### src/rtl/i2c_ctl_pkg.sv
package i2c_ctl_pkg;
  localparam int DW = 8;

  localparam int OFF_MODE = 0;
  localparam int OFF_ADDR = 4;
  localparam int OFF_BAUD = 8;
  localparam int OFF_CMD  = 12;
  localparam int OFF_EVT  = 16;
  localparam int OFF_MASK = 20;

  localparam int EVB_RX   = 0;
  localparam int EVB_TX   = 1;
  localparam int EVB_BUSY = 2;
  localparam int EVB_TERR = 4;

  localparam logic [DW-1:0] EV_USED =
    DW'((1 << EVB_RX) | (1 << EVB_TX) | (1 << EVB_BUSY) | (1 << EVB_TERR));

  localparam int CMDB_START  = 7;
  localparam int CMDB_MASTER = 0;
  localparam int MODEB_EN    = 0;

  typedef enum logic [2:0] {
    SEL_NONE, SEL_MODE, SEL_ADDR, SEL_BAUD, SEL_CMD, SEL_EVT, SEL_MASK
  } reg_sel_e;

  function automatic logic [DW-1:0] ev_pack(input logic terr, input logic busy,
                                            input logic txd, input logic rxd);
    logic [DW-1:0] v;
    v = '0;
    v[EVB_TERR] = terr;
    v[EVB_BUSY] = busy;
    v[EVB_TX]   = txd;
    v[EVB_RX]   = rxd;
    return v;
  endfunction

  function automatic logic ev_next_bit(input logic cur, input logic clr, input logic set);
    return set | (cur & ~clr);
  endfunction

  function automatic logic irq_of(input logic [DW-1:0] ev, input logic [DW-1:0] msk);
    return |(ev & msk);
  endfunction
endpackage

### src/rtl/i2c_ctl_decode.sv
module i2c_ctl_decode
  import i2c_ctl_pkg::*;
#(
  parameter int ADDR_W = 5
) (
  input  logic [ADDR_W-1:0] addr_i,
  output reg_sel_e          sel_o
);
  always_comb begin
    case (32'(addr_i))
      OFF_MODE: sel_o = SEL_MODE;
      OFF_ADDR: sel_o = SEL_ADDR;
      OFF_BAUD: sel_o = SEL_BAUD;
      OFF_CMD:  sel_o = SEL_CMD;
      OFF_EVT:  sel_o = SEL_EVT;
      OFF_MASK: sel_o = SEL_MASK;
      default:  sel_o = SEL_NONE;
    endcase
  end
endmodule

### src/rtl/i2c_ctl_events.sv
module i2c_ctl_events
  import i2c_ctl_pkg::*;
(
  input  logic          clk,
  input  logic          rst_n,
  input  logic [DW-1:0] set_i,
  input  logic [DW-1:0] clr_i,
  input  logic          mask_we_i,
  input  logic [DW-1:0] mask_wd_i,
  output logic [DW-1:0] ev_o,
  output logic [DW-1:0] mask_o,
  output logic          irq_o
);
  logic [DW-1:0] ev_q;
  logic [DW-1:0] mask_q;
  logic [DW-1:0] set_eff;
  logic [DW-1:0] clr_only;

  assign set_eff  = set_i & EV_USED;
  assign clr_only = clr_i & ~set_i & EV_USED;

  for (genvar i = 0; i < DW; i++) begin : g_bit
    if (EV_USED[i]) begin : g_used
      always_ff @(posedge clk) begin
        if (!rst_n) begin
          ev_q[i]   <= 1'b0;
          mask_q[i] <= 1'b0;
        end else begin
          ev_q[i] <= ev_next_bit(ev_q[i], clr_i[i], set_i[i]);
          if (mask_we_i) mask_q[i] <= mask_wd_i[i];
        end
      end
    end else begin : g_unused
      assign ev_q[i]   = 1'b0;
      assign mask_q[i] = 1'b0;
    end
  end

  assign ev_o   = ev_q;
  assign mask_o = mask_q;
  assign irq_o  = irq_of(ev_q, mask_q);


  set_wins_chk: assert property (@(posedge clk) disable iff (!rst_n)
    (|set_eff) |=> ((ev_q & $past(set_eff)) == $past(set_eff)));

  w1c_clears_chk: assert property (@(posedge clk) disable iff (!rst_n)
    (|clr_only) |=> ((ev_q & $past(clr_only)) == '0));

  mask_zero_quiet_chk: assert property (@(posedge clk) disable iff (!rst_n)
    (mask_q == '0) |-> !irq_o);
endmodule

### src/rtl/i2c_ctl_cmd.sv
module i2c_ctl_cmd (
  input  logic clk,
  input  logic rst_n,
  input  logic cmd_we_i,
  input  logic wd_start_i,
  input  logic wd_master_i,
  input  logic start_ack_i,
  input  logic coll_i,
  output logic start_o,
  output logic master_o
);
  logic start_q, master_q;
  logic start_set;

  assign start_set = cmd_we_i & wd_start_i;

  always_ff @(posedge clk) begin
    if (!rst_n) begin
      start_q  <= 1'b0;
      master_q <= 1'b0;
    end else begin
      if (start_set)        start_q <= 1'b1;
      else if (start_ack_i) start_q <= 1'b0;
      if (coll_i)           master_q <= 1'b0;
      else if (cmd_we_i)    master_q <= wd_master_i;
    end
  end

  assign start_o  = start_q;
  assign master_o = master_q;


  start_oneshot_chk: assert property (@(posedge clk) disable iff (!rst_n)
    (start_q && start_ack_i && !start_set) |=> !start_q);

  start_raise_chk: assert property (@(posedge clk) disable iff (!rst_n)
    start_set |=> start_q);

  coll_drops_master_chk: assert property (@(posedge clk) disable iff (!rst_n)
    coll_i |=> !master_q);
endmodule

### src/rtl/i2c_ctl_regs.sv
module i2c_ctl_regs
  import i2c_ctl_pkg::*;
#(
  parameter int ADDR_W = 5
) (
  input  logic              clk,
  input  logic              rst_n,
  input  logic              bus_wr,
  input  logic [ADDR_W-1:0] bus_addr,
  input  logic [7:0]        bus_wdata,
  output logic [7:0]        bus_rdata,
  input  logic              evt_txdone,
  input  logic              evt_rxdone,
  input  logic              evt_txerr,
  input  logic              evt_busy,
  input  logic              evt_coll,
  input  logic              start_ack,
  output logic              ctl_enable,
  output logic              ctl_master,
  output logic              ctl_start,
  output logic [6:0]        own_addr,
  output logic [7:0]        baud_div,
  output logic              irq
);
  reg_sel_e      sel;
  logic          en_q;
  logic [6:0]    addr_q;
  logic [7:0]    baud_q;
  logic [DW-1:0] ev_set, ev_clr, ev_val, mask_val;
  logic          we_cmd, we_evt, we_mask;

  i2c_ctl_decode #(.ADDR_W(ADDR_W)) u_dec (.addr_i(bus_addr), .sel_o(sel));

  assign we_cmd  = bus_wr && (sel == SEL_CMD);
  assign we_evt  = bus_wr && (sel == SEL_EVT);
  assign we_mask = bus_wr && (sel == SEL_MASK);

  always_ff @(posedge clk) begin
    if (!rst_n) begin
      en_q   <= 1'b0;
      addr_q <= '0;
      baud_q <= '0;
    end else if (bus_wr) begin
      if (sel == SEL_MODE) en_q   <= bus_wdata[MODEB_EN];
      if (sel == SEL_ADDR) addr_q <= bus_wdata[7:1];
      if (sel == SEL_BAUD) baud_q <= bus_wdata;
    end
  end

  assign ev_set = ev_pack(evt_txerr, evt_busy, evt_txdone, evt_rxdone);
  assign ev_clr = we_evt ? bus_wdata : '0;

  i2c_ctl_events u_ev (
    .clk(clk), .rst_n(rst_n), .set_i(ev_set), .clr_i(ev_clr),
    .mask_we_i(we_mask), .mask_wd_i(bus_wdata),
    .ev_o(ev_val), .mask_o(mask_val), .irq_o(irq)
  );

  i2c_ctl_cmd u_cmd (
    .clk(clk), .rst_n(rst_n), .cmd_we_i(we_cmd),
    .wd_start_i(bus_wdata[CMDB_START]), .wd_master_i(bus_wdata[CMDB_MASTER]),
    .start_ack_i(start_ack), .coll_i(evt_coll),
    .start_o(ctl_start), .master_o(ctl_master)
  );

  always_comb begin
    bus_rdata = '0;
    case (sel)
      SEL_MODE: bus_rdata[MODEB_EN] = en_q;
      SEL_ADDR: bus_rdata = {addr_q, 1'b0};
      SEL_BAUD: bus_rdata = baud_q;
      SEL_CMD: begin
        bus_rdata[CMDB_START]  = ctl_start;
        bus_rdata[CMDB_MASTER] = ctl_master;
      end
      SEL_EVT:  bus_rdata = ev_val;
      SEL_MASK: bus_rdata = mask_val;
      default:  bus_rdata = '0;
    endcase
  end

  assign ctl_enable = en_q;
  assign own_addr   = addr_q;
  assign baud_div   = baud_q;


  unmapped_reads_zero_chk: assert property (@(posedge clk) disable iff (!rst_n)
    (sel == SEL_NONE) |-> (bus_rdata == 8'h00));

  mode_hold_chk: assert property (@(posedge clk) disable iff (!rst_n)
    !(bus_wr && sel == SEL_MODE) |=> $stable(ctl_enable));
endmodule

### config.mk
export PLATFORM = sky130hd
export DESIGN_NAME = i2c_ctl_regs
export DESIGN_NICKNAME = d
export VERILOG_FILES = /design/src/rtl/i2c_ctl_pkg.sv /design/src/rtl/i2c_ctl_decode.sv /design/src/rtl/i2c_ctl_events.sv /design/src/rtl/i2c_ctl_cmd.sv /design/src/rtl/i2c_ctl_regs.sv
export SDC_FILE = /design/constraint.sdc
export NUM_CORES = 1
export LEC_CHECK = 0
export ABC_AREA = 0
export ABC_CLOCK_PERIOD_IN_PS = 1820
export BUFFER_PORTS_ARGS = -buffer_cell sky130_fd_sc_hd__buf_2
export CAP_MARGIN = 20
export CORE_AREA = 2 2 55 57
export DETAILED_ROUTE_END_ITERATION = 12
export DIE_AREA = 0 0 57 59
export PLACE_DENSITY = 0.73
export SYNTH_ARGS = -nofsm -noshare
export SYNTH_HDL_FRONTEND = slang
export SYNTH_SLANG_ARGS = --single-unit
### constraint.sdc
create_clock -name clk -period 1.82 [get_ports clk]
set_input_delay 0.091 -clock clk [delete_from_list [all_inputs] [get_ports clk]]
set_output_delay 0.091 -clock clk [all_outputs]
set_load 0.1 [all_outputs]
Word-level counts from Yosys, hierarchy flattened

Cells that the tools add are included.

Register bits after elaboration: 26
Input bits: 22
Logic and storage cells: 56

Eq/ne operators: 11
Muxes and demuxes: 7
Bitwise operators: 15
Reduce and logical (&&, ||, !) cells: 10

Operators by type and width:

| kind                                                | number |
|---|---|
| one-hot mux 6 bit (4 select lines)                  | 1 |
| one-hot mux 3 bit (6 select lines)                  | 1 |
| equality test 5 x 4 -> 1 bit, second input constant | 2 |
| equality test 5 bit, second input constant          | 2 |
| equality test 3 bit, second input constant          | 3 |
| OR reduction 8 bit                                  | 1 |
| equality test 3 x 2 -> 1 bit, second input constant | 2 |
| AND reduction 2 bit                                 | 3 |
| bitwise AND 1 bit                                   | 5 |
| bitwise AND 5 bit                                   | 1 |
| equality test 5 x 3 -> 1 bit, second input constant | 1 |
| logical NOT 5 bit                                   | 1 |
| 2-to-1 mux 5 bit                                    | 1 |
| NOT 1 bit                                           | 5 |
| one-hot mux 1 bit (5 select lines)                  | 1 |
| OR 1 bit                                            | 4 |
| equality test 3 x 1 -> 1 bit, second input constant | 1 |
| logical AND 1 bit                                   | 3 |
| one-hot mux 1 bit (3 select lines)                  | 1 |
| 2-to-1 mux 1 bit                                    | 2 |
| nonzero test 2 bit                                  | 1 |
| OR reduction 2 bit                                  | 1 |

Longest topological paths before layout

Gate-level depths: netlist (run 1).

Word-level depth: 8
Mapped depth: 5

Cells and area by module

A second synthesis (run 1) with hierarchy kept.

Cells, all modules: 165
Area total of the unflattened synthesis: 1495.2 µm²

By module, submodules not included:

| module         | times used | cells an instance | area an instance (µm²) | seq. area each (µm²) |
|---|---|---|---|---|
| i2c_ctl_regs   | 1          | 114               | 983.4                  | 320.3 |
| i2c_ctl_events | 1          | 37                | 374.1                  | 160.2 |
| i2c_ctl_cmd    | 1          | 7                 | 80.1                   | 40.0 |
| i2c_ctl_decode | 1          | 7                 | 57.6                   | 0.0 |

Least setup slack after synthesis (run 1)

Ideal clock, no wire load.

Path kind: flip-flop to output port
Start: register u_cmd.start_q, in the netlist u_cmd.start_o
End: output port bus_rdata[7]
Data arrival time: 4115 ps
Slack: -2386 ps
Stages on the path, launching flop included: 4
Path buffers: 0
Cells stage by stage: dfxtp_1 > mux2_2 > a21oi_1 > nor4_1

Word-level cells in the longest chain between the ends: 1

RTL lines:

| element                            | line               | RTL |
|---|---|---|
| start, declared                    | i2c_ctl_cmd.sv:12  | `logic start_q, master_q;` |
| start signal, assigned             | i2c_ctl_cmd.sv:19  | `start_q <= 1'b0;` |
| start signal, assigned             | i2c_ctl_cmd.sv:22  | `if (start_set) start_q <= 1'b1;` |
| start signal, assigned             | i2c_ctl_cmd.sv:23  | `else if (start_ack_i) start_q <= 1'b0;` |
| one-hot mux 1 bit (3 select lines) | i2c_ctl_regs.sv:68 | `case (sel)` |
| end, declared                      | i2c_ctl_regs.sv:11 | `output logic [7:0] bus_rdata,` |

No other way between the ends.

Final worst setup path (run 1)

Start: register baud_q[7], in the netlist baud_div[7]
End: output port bus_rdata[7]

Word-level cells in the longest chain between the ends: 1

RTL lines:

| element                            | line               | RTL |
|---|---|---|
| start, declared                    | i2c_ctl_regs.sv:28 | `logic [7:0] baud_q;` |
| start signal, assigned             | i2c_ctl_regs.sv:46 | `if (sel == SEL_BAUD) baud_q <= bus_wdata;` |
| one-hot mux 1 bit (3 select lines) | i2c_ctl_regs.sv:68 |  |

No other way between the ends.

==> results of run 1 <==
power groups by stage:
stage	clock network (mW)	registers, mW	logic [mW]
after floorplan	0	0.614	0.0561
after global placement	0	0.596	0.119
after detailed placement	0	0.597	0.125
after CTS	0.351	0.585	0.133
after global routing	0.369	0.587	0.144
final	0.347	0.585	0.133
layer usage:
layer / vias up / track usage
met2: 39 / 0.361
li1: 596 / -
met5: - / 0
met4: 0 / 0.0698
met1: 575 / 0.232
met3: 7 / 0.0306
layout by cell type (no fill, tap or decap), types with 5 or more instances in the layout:
| master | count |
|---|---|
| o21ai_1 | 12 |
| dlygate4sd3_1 | 5 |
| and2_1 | 5 |
| nand2_1 | 24 |
| buf_2 | 44 |
| dfxtp_1 | 23 |
| nand3_1 | 13 |
| mux2i_1 | 10 |
registers in the layout (all words and copies together) (netlist names):
register,count
baud_div,8
ctl_enable,1
own_addr,7
u_cmd.master_o,1
u_cmd.start_o,1
u_ev.ev_o,4
u_ev.mask_o,4
worst max-delay path, stage by stage (launching register included):
cell and delay (ps):
dfxtp_4 370, mux2_2 130, a21oi_1 90, nor4_4 230
buf_2 470
through the flow:
stage	utilization	setup TNS [ps]	instance area (um^2)	hold WS, ps	setup slack, ps
after floorplan	-	-221	1240	167	-221
after global placement	0.571	0	1550	252	315
after detailed placement	0.571	0	1550	262	300
after CTS	0.607	0	1650	0.321	110
after global routing	0.607	0	1650	6.82	47.2
final	0.607	0	1650	3.74	99.3
cells by family after synthesis:
kind of cell,Yosys count
simple gates,58
buf+inv,12
mux,11
flops,26
compound gates,31
worst paths after layout:
check | depth (start not counted) | from | slack, ps | end
setup reg to reg | 2 | u_ev.ev_o[0] | 1060 | u_ev.ev_o[0]
hold reg to reg | 2 | u_ev.mask_o[4] | 490 | u_ev.mask_o[4]
setup / recovery | 4 | baud_div[7] | 100 | bus_rdata[7]
hold / removal | 3 | start_ack | 4 | u_cmd.start_o
what timing repair did:
action                    CTS  global route
hold endpoints to repair    5             0
hold buffers                5             0
resized for setup           0             0
final cells by class:
type,instances,area (um^2)
Fill cell,248,1060
Multi-Input combinational cell,100,657
Sequential cell,26,529
Timing Repair Buffer,54,358
Clock buffer,4,47.5
Tap cell,31,38.8
Inverter,4,15.0
==> summary.txt, run 1 <==
Yosys
  • FFs w/ async S/R, synth: 0
  • Dominant cell by count in the synthesized netlist: nand2_1
  • Top cell type by total area after synthesis: dfxtp_1
  • Xor and xnor area share after synthesis: 0
  • Count of flip-flops with a built-in enable after synthesis: 0
  • Area of the mapped netlist: 0.00120 mm^2
  • Area fraction in compound gates after synthesis: 0.172
  • Top FF cell, synth: dfxtp_1
  • Top cell type's share of synthesized area: 0.435
  • Portion of the post-synthesis area used by sequential elements: 0.435
  • Net Count, Synth: 160
  • Post-Syn Area per Cell: 8.67 um^2
  • Yosys warnings: 0
  • Total of flip-flops plus latches after synthesis: 26
  • Largest cells by area after synthesis: dfxtp_1, nand2_1, mux2i_1
  • Top cells by count, synth: nand2_1, dfxtp_1, nand3_1
  • Main combinational cell family by area after synthesis: simple AND/OR/NAND/NOR gates
  • Synthesized-area fraction occupied by adder cells: 0
  • Simple logic cell fraction of the synthesized area: 0.258
  • Portion of netlist area occupied by mux cells: 0.0931
  • Number of instances in the synthesized netlist: 138
  • Number of distinct library cells after synthesis: 29

Worst hold path
  • Path category of the worst min-delay check: in2reg

Layout
  • Number of diodes: 0
  • Net count, final: 211
  • Area growth, synth to finish: 37.6%
  • Number of standard cells in the layout, taps in and fillers out: 219
  • Share of cells above drive strength 1: 0.372

Placed design
  • Placed Cells incl. Taps: 210
  • IO buf count: 48
  • GP Congestion: 0.799
  • Placed wire-length estimate after detailed placement: 2380 um

Power
  • Sequential share of power: 0.549
  • Int Pwr: 792 uW
  • Sw Pwr: 274 uW
  • Combinational share of power: 0.125
  • Net Sw Frac: 0.257
  • Share of power burned in the clock network: 0.326
  • LEAKAGE: 0.809 nW
  • Pwr/cell area: 648 mW/mm^2
  • Highest ir drop seen on vdd: 397 uV
  • PnR Total Power: 1.07 mW

Detailed routing
  • ANT nets after route: 0
  • Top sig layer: met4
  • Routed wirelength normalized by instance count: 14.1 um
  • 1st-pass router iterations: 5
  • Total met3 wirelength after detailed routing: 178 um
  • Mean number of vias per cell: 5.56
  • Remaining routing DRC violations: 0
  • DR iter-0 viols: 30
  • Metal-1 WL: 1290 um
  • Detailed Route WL: 3090 um
  • Detail Route met2 WL: 1570 um
  • Routed via count: 1217

STA
  • Worst Tran Pin Value: 551 ps
  • Fin crit share: 0.945
  • Post-route clock skew: 0 ps
  • RSZ-0062 raised after global routing: false
  • Final setup fails: 0
  • Maximum clock frequency: 0.581 GHz
  • Final hold vios: 0
  • Rel. slew slack: 0.633
  • Slew Viols, Final: 0
  • Crit path time final: 1720 ps

Die
  • Num rows: 19
  • Y dimension of the die: 59 um
  • Starting density of the core: 0.441
  • Die outline width: 57 um
  • Floorplan Core Area: 0.00271 mm^2
  • Overall die area: 0.00336 mm^2
  • Top Ports: 49

Status
  • Result of the run: finished, final reports clean

Setup path
  • Largest driver fanout on the critical path: 3
  • Arrival @ worst endpoint: 1630 ps
  • Required time at the endpoint of the critical path: 1730 ps
  • Category of the worst setup path capture point: primary output
  • Worst setup path class: reg2out
  • Type of element launching the critical path: flip-flop

CTS
  • Postcts setup bufs: 0
  • CTS root buf: clkbuf_4
  • Worst-skew pair later-pin latency: 320 ps
  • Clock tree from TritonCTS: yes
  • Clock H-tree levels: 1
  • Sinks on the clock net: 26
  • Number of buffers created by CTS: 3
  • Reg clk slew, reported paths: 140 ps
  • Number of buffers between clock root and the deepest sink: 2

GRT
  • Total global-route track usage: 0.196
  • Vias in the first global route: 1181
  • Remaining global-route overflow: 0
  • Pin count of the biggest net entering global routing: 35
  • Antenna violations before repair: 0
  • First-pass GRT wire length: 5260 um

Run
  • Number of max-capacitance violations reported: 0
Power figures use the tool's default switching activity.
==> run 2, diff against run 1 <==
==> constraint.sdc (replaced) <==
create_clock -name clk -period 1.82 [get_ports clk]
set_input_delay 0.091 -clock clk [delete_from_list [all_inputs] [get_ports clk]]
set_output_delay 0.091 -clock clk [all_outputs]
set_load 0.02 [all_outputs]
==> run 2 against run 1 <==
Against the previous run: combinational power fell by 21%; die area did not move; largest cell class unchanged; global-route usage fell by 0.81 points; core utilization fell by 4.4 points; non-clock buffer count fell by 1.
==> summary.txt, run 2 (same netlist as run 1, synthesis figures left out) <==
Status
  • Result of the run: finished, final reports clean

Placed design
  • Worst setup slack before clock tree synthesis: 459 ps
  • Placed wire-length estimate after detailed placement: 2280 um
  • GP Congestion: 0.792
  • IO buf count: 48

Worst hold path
  • Hold_sp: bus_wdata[3]
  • Terminating pin of the worst hold path: own_addr[2]
  • Worst Hold Depth: 3
  • Path category of the worst min-delay check: in2reg

STA
  • Final hold vios: 0
  • Final setup fails: 0
  • Worst Tran Pin Value: 565 ps
  • Rel. slew slack: 0.623
  • Final setup margin: 440 ps
  • Sum Neg Setup Slack: 0 ps
  • RSZ-0062 raised after global routing: false
  • Post-route clock skew: 0 ps
  • Fin crit share: 0.758
  • Worst hold margin: 3.97 ps
  • Slew Viols, Final: 0
  • Crit path time final: 1380 ps
  • Maximum clock frequency: 0.725 GHz

Layout
  • Most frequent cells in the layout: buf_2, nand2_1, dfxtp_1
  • Number of fill cells: 259
  • Net count, final: 210
  • Leading cell type in the layout, fill and taps excluded: buf_2
  • Number of diodes: 0
  • Share of cells above drive strength 1: 0.310
  • Area growth, synth to finish: 27.6%
  • Number of flip-flops under the largest register name: 8

Setup path
  • Longest individual stage delay on the worst path: 350 ps
  • Critical-path top delay cell: dfxtp_1
  • Required time at the endpoint of the critical path: 1730 ps
  • Largest driver fanout on the critical path: 3
  • Worst setup path class: reg2out
  • Reg-to-reg startpoint: u_ev.ev_o[0]
  • Slack of the worst reg-to-reg path: 1030 ps
  • Type of element launching the critical path: flip-flop
  • Category of the worst setup path capture point: primary output
  • CP Cell Sequence: mux2_2, a21oi_1, nor4_1, buf_2
  • Arrival @ worst endpoint: 1290 ps
  • Capture point of the worst reg-to-reg path: u_ev.ev_o[0]
  • Path depth of the worst reg2reg path: 2

GRT
  • Total global-route track usage: 0.188
  • Remaining global-route overflow: 0
  • Pin count of the biggest net entering global routing: 35
  • Vias in the first global route: 1122
  • Met2 Resource Use GR: 0.338
  • First-pass GRT wire length: 4950 um
  • Busiest layer in global routing: met2
  • Antenna violations before repair: 0
  • Global routing met1 resource utilization: 0.221
  • Met3 Track Usage GR: 0.0328

Power
  • Net Sw Frac: 0.244
  • Combinational share of power: 0.106
  • Int Pwr: 745 uW
  • Sw Pwr: 241 uW
  • Share of power burned in the clock network: 0.298
  • LEAKAGE: 0.777 nW
  • Pwr/cell area: 646 mW/mm^2
  • Sequential share of power: 0.596
  • Highest ir drop seen on vdd: 498 uV

Detailed routing
  • Routed wirelength normalized by instance count: 14.0 um
  • ANT nets after route: 0
  • Mean number of vias per cell: 5.50
  • DR iter-0 viols: 39
  • Detailed Route WL: 3040 um
  • Routed via count: 1200
  • 1st-pass router iterations: 4
  • Remaining routing DRC violations: 0

CTS
  • CTS root buf: clkbuf_4
  • Worst-skew pair later-pin latency: 330 ps
  • Clock H-tree levels: 1
  • Sinks on the clock net: 26
  • Number of buffers between clock root and the deepest sink: 2
  • Reg clk slew, reported paths: 140 ps
  • Number of buffers created by CTS: 3
  • Clock tree from TritonCTS: yes
  • Postcts setup bufs: 0

Die
  • Num rows: 19
  • Starting density of the core: 0.441
  • Floorplan Core Area: 0.00271 mm^2
  • Y dimension of the die: 59 um
  • Die outline width: 57 um
  • Overall die area: 0.00336 mm^2
  • Top Ports: 49

Run
  • Number of max-capacitance violations reported: 0
-- run 2: cell types whose count changed in the layout (fill, tap and decap cells not counted), sizes merged --
cell and change:
buf -1
-- run 2: repair_timing --
action | CTS | global route
hold buffers | 5 | 0
endpoints found under the hold margin | 5 | 0
resized for setup | 0 | 0
-- run 2: worst max path at each step --
| stage | end | slack (ps) | startpoint | depth (start not counted) |
|---|---|---|---|---|
| finish | bus_rdata[7] | 440 | baud_div[7] | 4 |
| global route | bus_rdata[7] | 290 | baud_div[7] | 4 |
| CTS | bus_rdata[7] | 440 | baud_div[7] | 4 |
| detailed placement | bus_rdata[4] | 460 | bus_addr[3] | 6 |
| global placement | bus_rdata[4] | 510 | bus_addr[3] | 6 |
| floorplan | bus_rdata[7] | 430 | baud_div[7] | 3 |
-- run 2: layout make-up --
cell class | instances | area [um^2] | share of cell area
clock buffer | 4 | 36.3 | 0.0238
multi-input combinational | 100 | 626 | 0.410
timing repair buffer | 53 | 290 | 0.190
inverter | 4 | 15.0 | 0.00984
tap | 31 | 38.8 | 0.0254
sequential | 26 | 520 | 0.341
-- run 2: worst max-delay path, delay by kind of cell (launching register included) --
kind | cells | cell delay [ps]
buffers and inverters | 1 | 160
DFF | 1 | 350
and+or+nand+nor | 1 | 50
muxes | 1 | 260
AOI/OAI and AO/OA | 1 | 140
-- run 2: layer usage --
layer	part of all wire	vias to the layer above	routed length [um]
met3	0.068	5	206
met1	0.43	560	1300
met2	0.49	42	1490
li1	-	593	-
met4	0.015	0	46
met5	0	-	0
-- run 2: stage by stage --
stage / instance area [um^2] / instances / total power [mW] / util
2_1_floorplan: 1200 / 138 / 0.649 / -
5_1_grt: 1530 / 218 / 1.03 / 0.563
6_report: 1530 / 218 / 0.986 / 0.563
4_1_cts: 1530 / 218 / 0.991 / 0.563
3_5_place_dp: 1440 / 209 / 0.695 / 0.531
3_3_place_gp: 1440 / 209 / 0.690 / 0.531
-- run 2: power by group through the flow --
| stage | logic, mW | registers [mW] | clock network [mW] |
|---|---|---|---|
| final | 0.105 | 0.587 | 0.294 |
| after detailed placement | 0.0956 | 0.600 | 0 |
| after global placement | 0.0908 | 0.599 | 0 |
| after floorplan | 0.0488 | 0.600 | 0 |
| after global routing | 0.115 | 0.589 | 0.330 |
| after CTS | 0.104 | 0.587 | 0.300 |
==> run 3, diff against run 2 <==
--- a/config.mk
+++ b/config.mk
@@ -5,14 +5,14 @@
 export SDC_FILE = /design/constraint.sdc
 export NUM_CORES = 1
 export LEC_CHECK = 0
-export ABC_AREA = 0
-export ABC_CLOCK_PERIOD_IN_PS = 1820
+export ABC_AREA = 1
+export ABC_CLOCK_PERIOD_IN_PS = 1200
 export BUFFER_PORTS_ARGS = -buffer_cell sky130_fd_sc_hd__buf_2
 export CAP_MARGIN = 20
-export CORE_AREA = 2 2 55 57
+export CORE_AREA = 2 2 57 59
 export DETAILED_ROUTE_END_ITERATION = 12
-export DIE_AREA = 0 0 57 59
-export PLACE_DENSITY = 0.73
+export DIE_AREA = 0 0 59 61
+export PLACE_DENSITY = 0.74
 export SYNTH_ARGS = -nofsm -noshare
 export SYNTH_HDL_FRONTEND = slang
 export SYNTH_SLANG_ARGS = --single-unit
==> constraint.sdc (replaced) <==
create_clock -name clk -period 1.2 [get_ports clk]
set_input_delay 0.06 -clock clk [delete_from_list [all_inputs] [get_ports clk]]
set_output_delay 0.06 -clock clk [all_outputs]
set_load 0.02 [all_outputs]
==> run 3 against run 2 <==
Against the previous run: via count is 13% higher; final cell count grew 29%; first-iteration DRC count grew 15%; critical endpoint is now bus_rdata[0]; largest cell class unchanged; non-clock buffer count increased by 13; final area up 13%; sequential power grew 51%; sequential cell count unchanged.
==> summary.txt, run 3 <==
STA
  • Final setup fails: 0
  • Rel. slew slack: 0.842
  • Sum Neg Setup Slack: 0 ps
  • Post-route clock skew: 0 ps
  • Final hold vios: 0
  • Slew Viols, Final: 0
  • Crit path time final: 1140 ps
  • Fin crit share: 0.950
  • Worst hold margin: 12.5 ps
  • Worst Tran Pin Value: 236 ps
  • Maximum clock frequency: 0.877 GHz
  • RSZ-0062 raised after global routing: true

Detailed routing
  • 1st-pass router iterations: 4
  • ANT nets after route: 0
  • DR iter-0 viols: 45
  • Mean number of vias per cell: 4.83
  • Remaining routing DRC violations: 0
  • Routed via count: 1361
  • Routed wirelength normalized by instance count: 11.1 um
  • Detailed Route WL: 3130 um

GRT
  • Pin count of the biggest net entering global routing: 23
  • Remaining global-route overflow: 0
  • Total global-route track usage: 0.180
  • Vias in the first global route: 1176
  • Antenna violations before repair: 0
  • First-pass GRT wire length: 4930 um

Yosys
  • Portion of netlist area occupied by mux cells: 0
  • Top cells by count, synth: nand2_1, dfxtp_1, a21oi_1
  • Area fraction in compound gates after synthesis: 0.111
  • Count of flip-flops with a built-in enable after synthesis: 0
  • Xor and xnor area share after synthesis: 0
  • Largest cells by area after synthesis: dfxtp_1, nand2_1, a21oi_1
  • Number of distinct library cells after synthesis: 18
  • Top cell type by total area after synthesis: dfxtp_1
  • Post-Syn Area per Cell: 6.81 um^2
  • Area of the mapped netlist: 0.00125 mm^2
  • Net Count, Synth: 206
  • FFs w/ async S/R, synth: 0
  • Synthesized-area fraction occupied by adder cells: 0
  • Number of instances in the synthesized netlist: 184
  • Total of flip-flops plus latches after synthesis: 26
  • Dominant cell by count in the synthesized netlist: nand2_1
  • Top FF cell, synth: dfxtp_1
  • Simple logic cell fraction of the synthesized area: 0.404
  • Top cell type's share of synthesized area: 0.416
  • Yosys warnings: 0
  • Main combinational cell family by area after synthesis: simple AND/OR/NAND/NOR gates
  • Portion of the post-synthesis area used by sequential elements: 0.416

Layout
  • Footprint of the multi-input gates: 657 um^2
  • Number of diodes: 0
  • Share of cells above drive strength 1: 0.317
  • Number of flip-flops under the largest register name: 8
  • Area growth, synth to finish: 37.9%
  • Leading cell type in the layout, fill and taps excluded: nand2_1
  • Most frequent cells in the layout: nand2_1, buf_2, a21oi_1, dfxtp_1, nand3_1
  • Net count, final: 272
  • Area taken by flip-flops and latches: 523 um^2
  • Number of fill cells: 296

CTS
  • Clock tree from TritonCTS: yes
  • Sinks on the clock net: 26
  • Reg clk slew, reported paths: 130 ps
  • Worst-skew pair later-pin latency: 310 ps
  • Clock H-tree levels: 1
  • Number of buffers between clock root and the deepest sink: 2
  • Number of buffers created by CTS: 3
  • CTS root buf: clkbuf_4

Setup path
  • CP Cell Sequence: inv_2, o21ai_1, inv_1, nand3_2, buf_6
  • Critical-path top delay cell: dfxtp_2
  • Largest driver fanout on the critical path: 3
  • Worst setup path class: reg2out
  • Longest individual stage delay on the worst path: 370 ps
  • Type of element launching the critical path: flip-flop
  • Category of the worst setup path capture point: primary output
  • Path depth of the worst reg2reg path: 2
  • Required time at the endpoint of the critical path: 1140 ps
  • Arrival @ worst endpoint: 1080 ps

Worst hold path
  • Worst Hold Depth: 3
  • Path category of the worst min-delay check: in2reg

Placed design
  • GP Congestion: 0.806
  • IO buf count: 48
  • Placed wire-length estimate after detailed placement: 2320 um

Power
  • LEAKAGE: 0.797 nW
  • Net Sw Frac: 0.241
  • Int Pwr: 1.14 mW
  • Share of power burned in the clock network: 0.288
  • Pwr/cell area: 873 mW/mm^2
  • Combinational share of power: 0.122
  • Sequential share of power: 0.590
  • Highest ir drop seen on vdd: 844 uV
  • Sw Pwr: 363 uW

Die
  • Die outline width: 59 um
  • Y dimension of the die: 61 um
  • Top Ports: 49
  • Overall die area: 0.00360 mm^2
  • Num rows: 20
  • Starting density of the core: 0.424
  • Floorplan Core Area: 0.00295 mm^2

Status
  • Result of the run: finished, final reports clean

Run
  • Number of max-capacitance violations reported: 0
==> run 3: cell types whose count changed in the layout (fill, tap and decap cells not counted), moves of 6 or more <==
| cell | before | now |
|---|---|---|
| o21ai_1 | 12 | 1 |
| buf_4 | 0 | 9 |
| mux2i_1 | 10 | 0 |
| a21oi_1 | 1 | 24 |
| nand2_1 | 27 | 76 |
| inv_1 | 4 | 10 |
==> run 3: power by group through the flow <==
stage	clock network, mW	registers [mW]	logic (mW)
floorplan	0	0.911	0.0713
global placement	0	0.907	0.155
finish	0.434	0.889	0.184
detailed placement	0	0.908	0.156
global route	0.486	0.892	0.202
CTS	0.449	0.889	0.181
==> run 3: cell type report <==
cell class                      count  share of cell area
Timing Repair Buffer               66               0.237
Clock buffer                        4              0.0210
Sequential cell                    26               0.303
Multi-Input combinational cell    137               0.380
Inverter                           16              0.0348
Tap cell                           33              0.0239
==> run 3: logic make-up (layout without fill, tap and decap cells) <==
family	count (synthesis)	after routing
AOI/OAI and AO/OA	27	27
buffers and inverters	21	86
DFF	26	26
and+or+nand+nor	110	110
==> run 3: final timing paths <==
check,from,to,slack [ps]
worst min register to register,baud_div[6],baud_div[6],480
worst max register to register,baud_div[1],baud_div[1],550
worst min-delay path,rst_n,baud_div[0],10
worst max-delay path,baud_div[0],bus_rdata[0],60
==> run 3: critical path, delay by kind of cell (launching register included) <==
| family | cells | cell delay (ps) |
|---|---|---|
| compound gates | 1 | 120 |
| simple gates | 1 | 60 |
| buf+inv | 3 | 210 |
| flops | 1 | 370 |
==> run 3: repair_timing <==
item / in CTS / in global routing
setup endpoints to repair: 1 / 7
pin swaps: 0 / 1
gates resized for setup: 3 / 8
hold buffers: 11 / 0
setup buffers: 0 / 1
endpoints found under the hold margin: 11 / 0
==> run 3: metal layers <==
layer	wire length [um]	global-route usage	vias to the layer above
met1	1430	0.214	594
met2	1490	0.325	44
li1	-	-	721
met5	0	0	-
met3	189	0.0469	2
met4	18	0.0422	0
==> run 3: through the flow <==
stage	cells	setup WS [ps]	power (mW)	cell area, um^2	util
after floorplan	184	292	0.982	1250	-
after global placement	267	66.1	1.06	1560	0.528
after detailed placement	267	43.5	1.06	1560	0.528
after CTS	282	6.37	1.52	1710	0.579
after global routing	282	-24.2	1.58	1730	0.585
final	282	59.7	1.51	1730	0.585
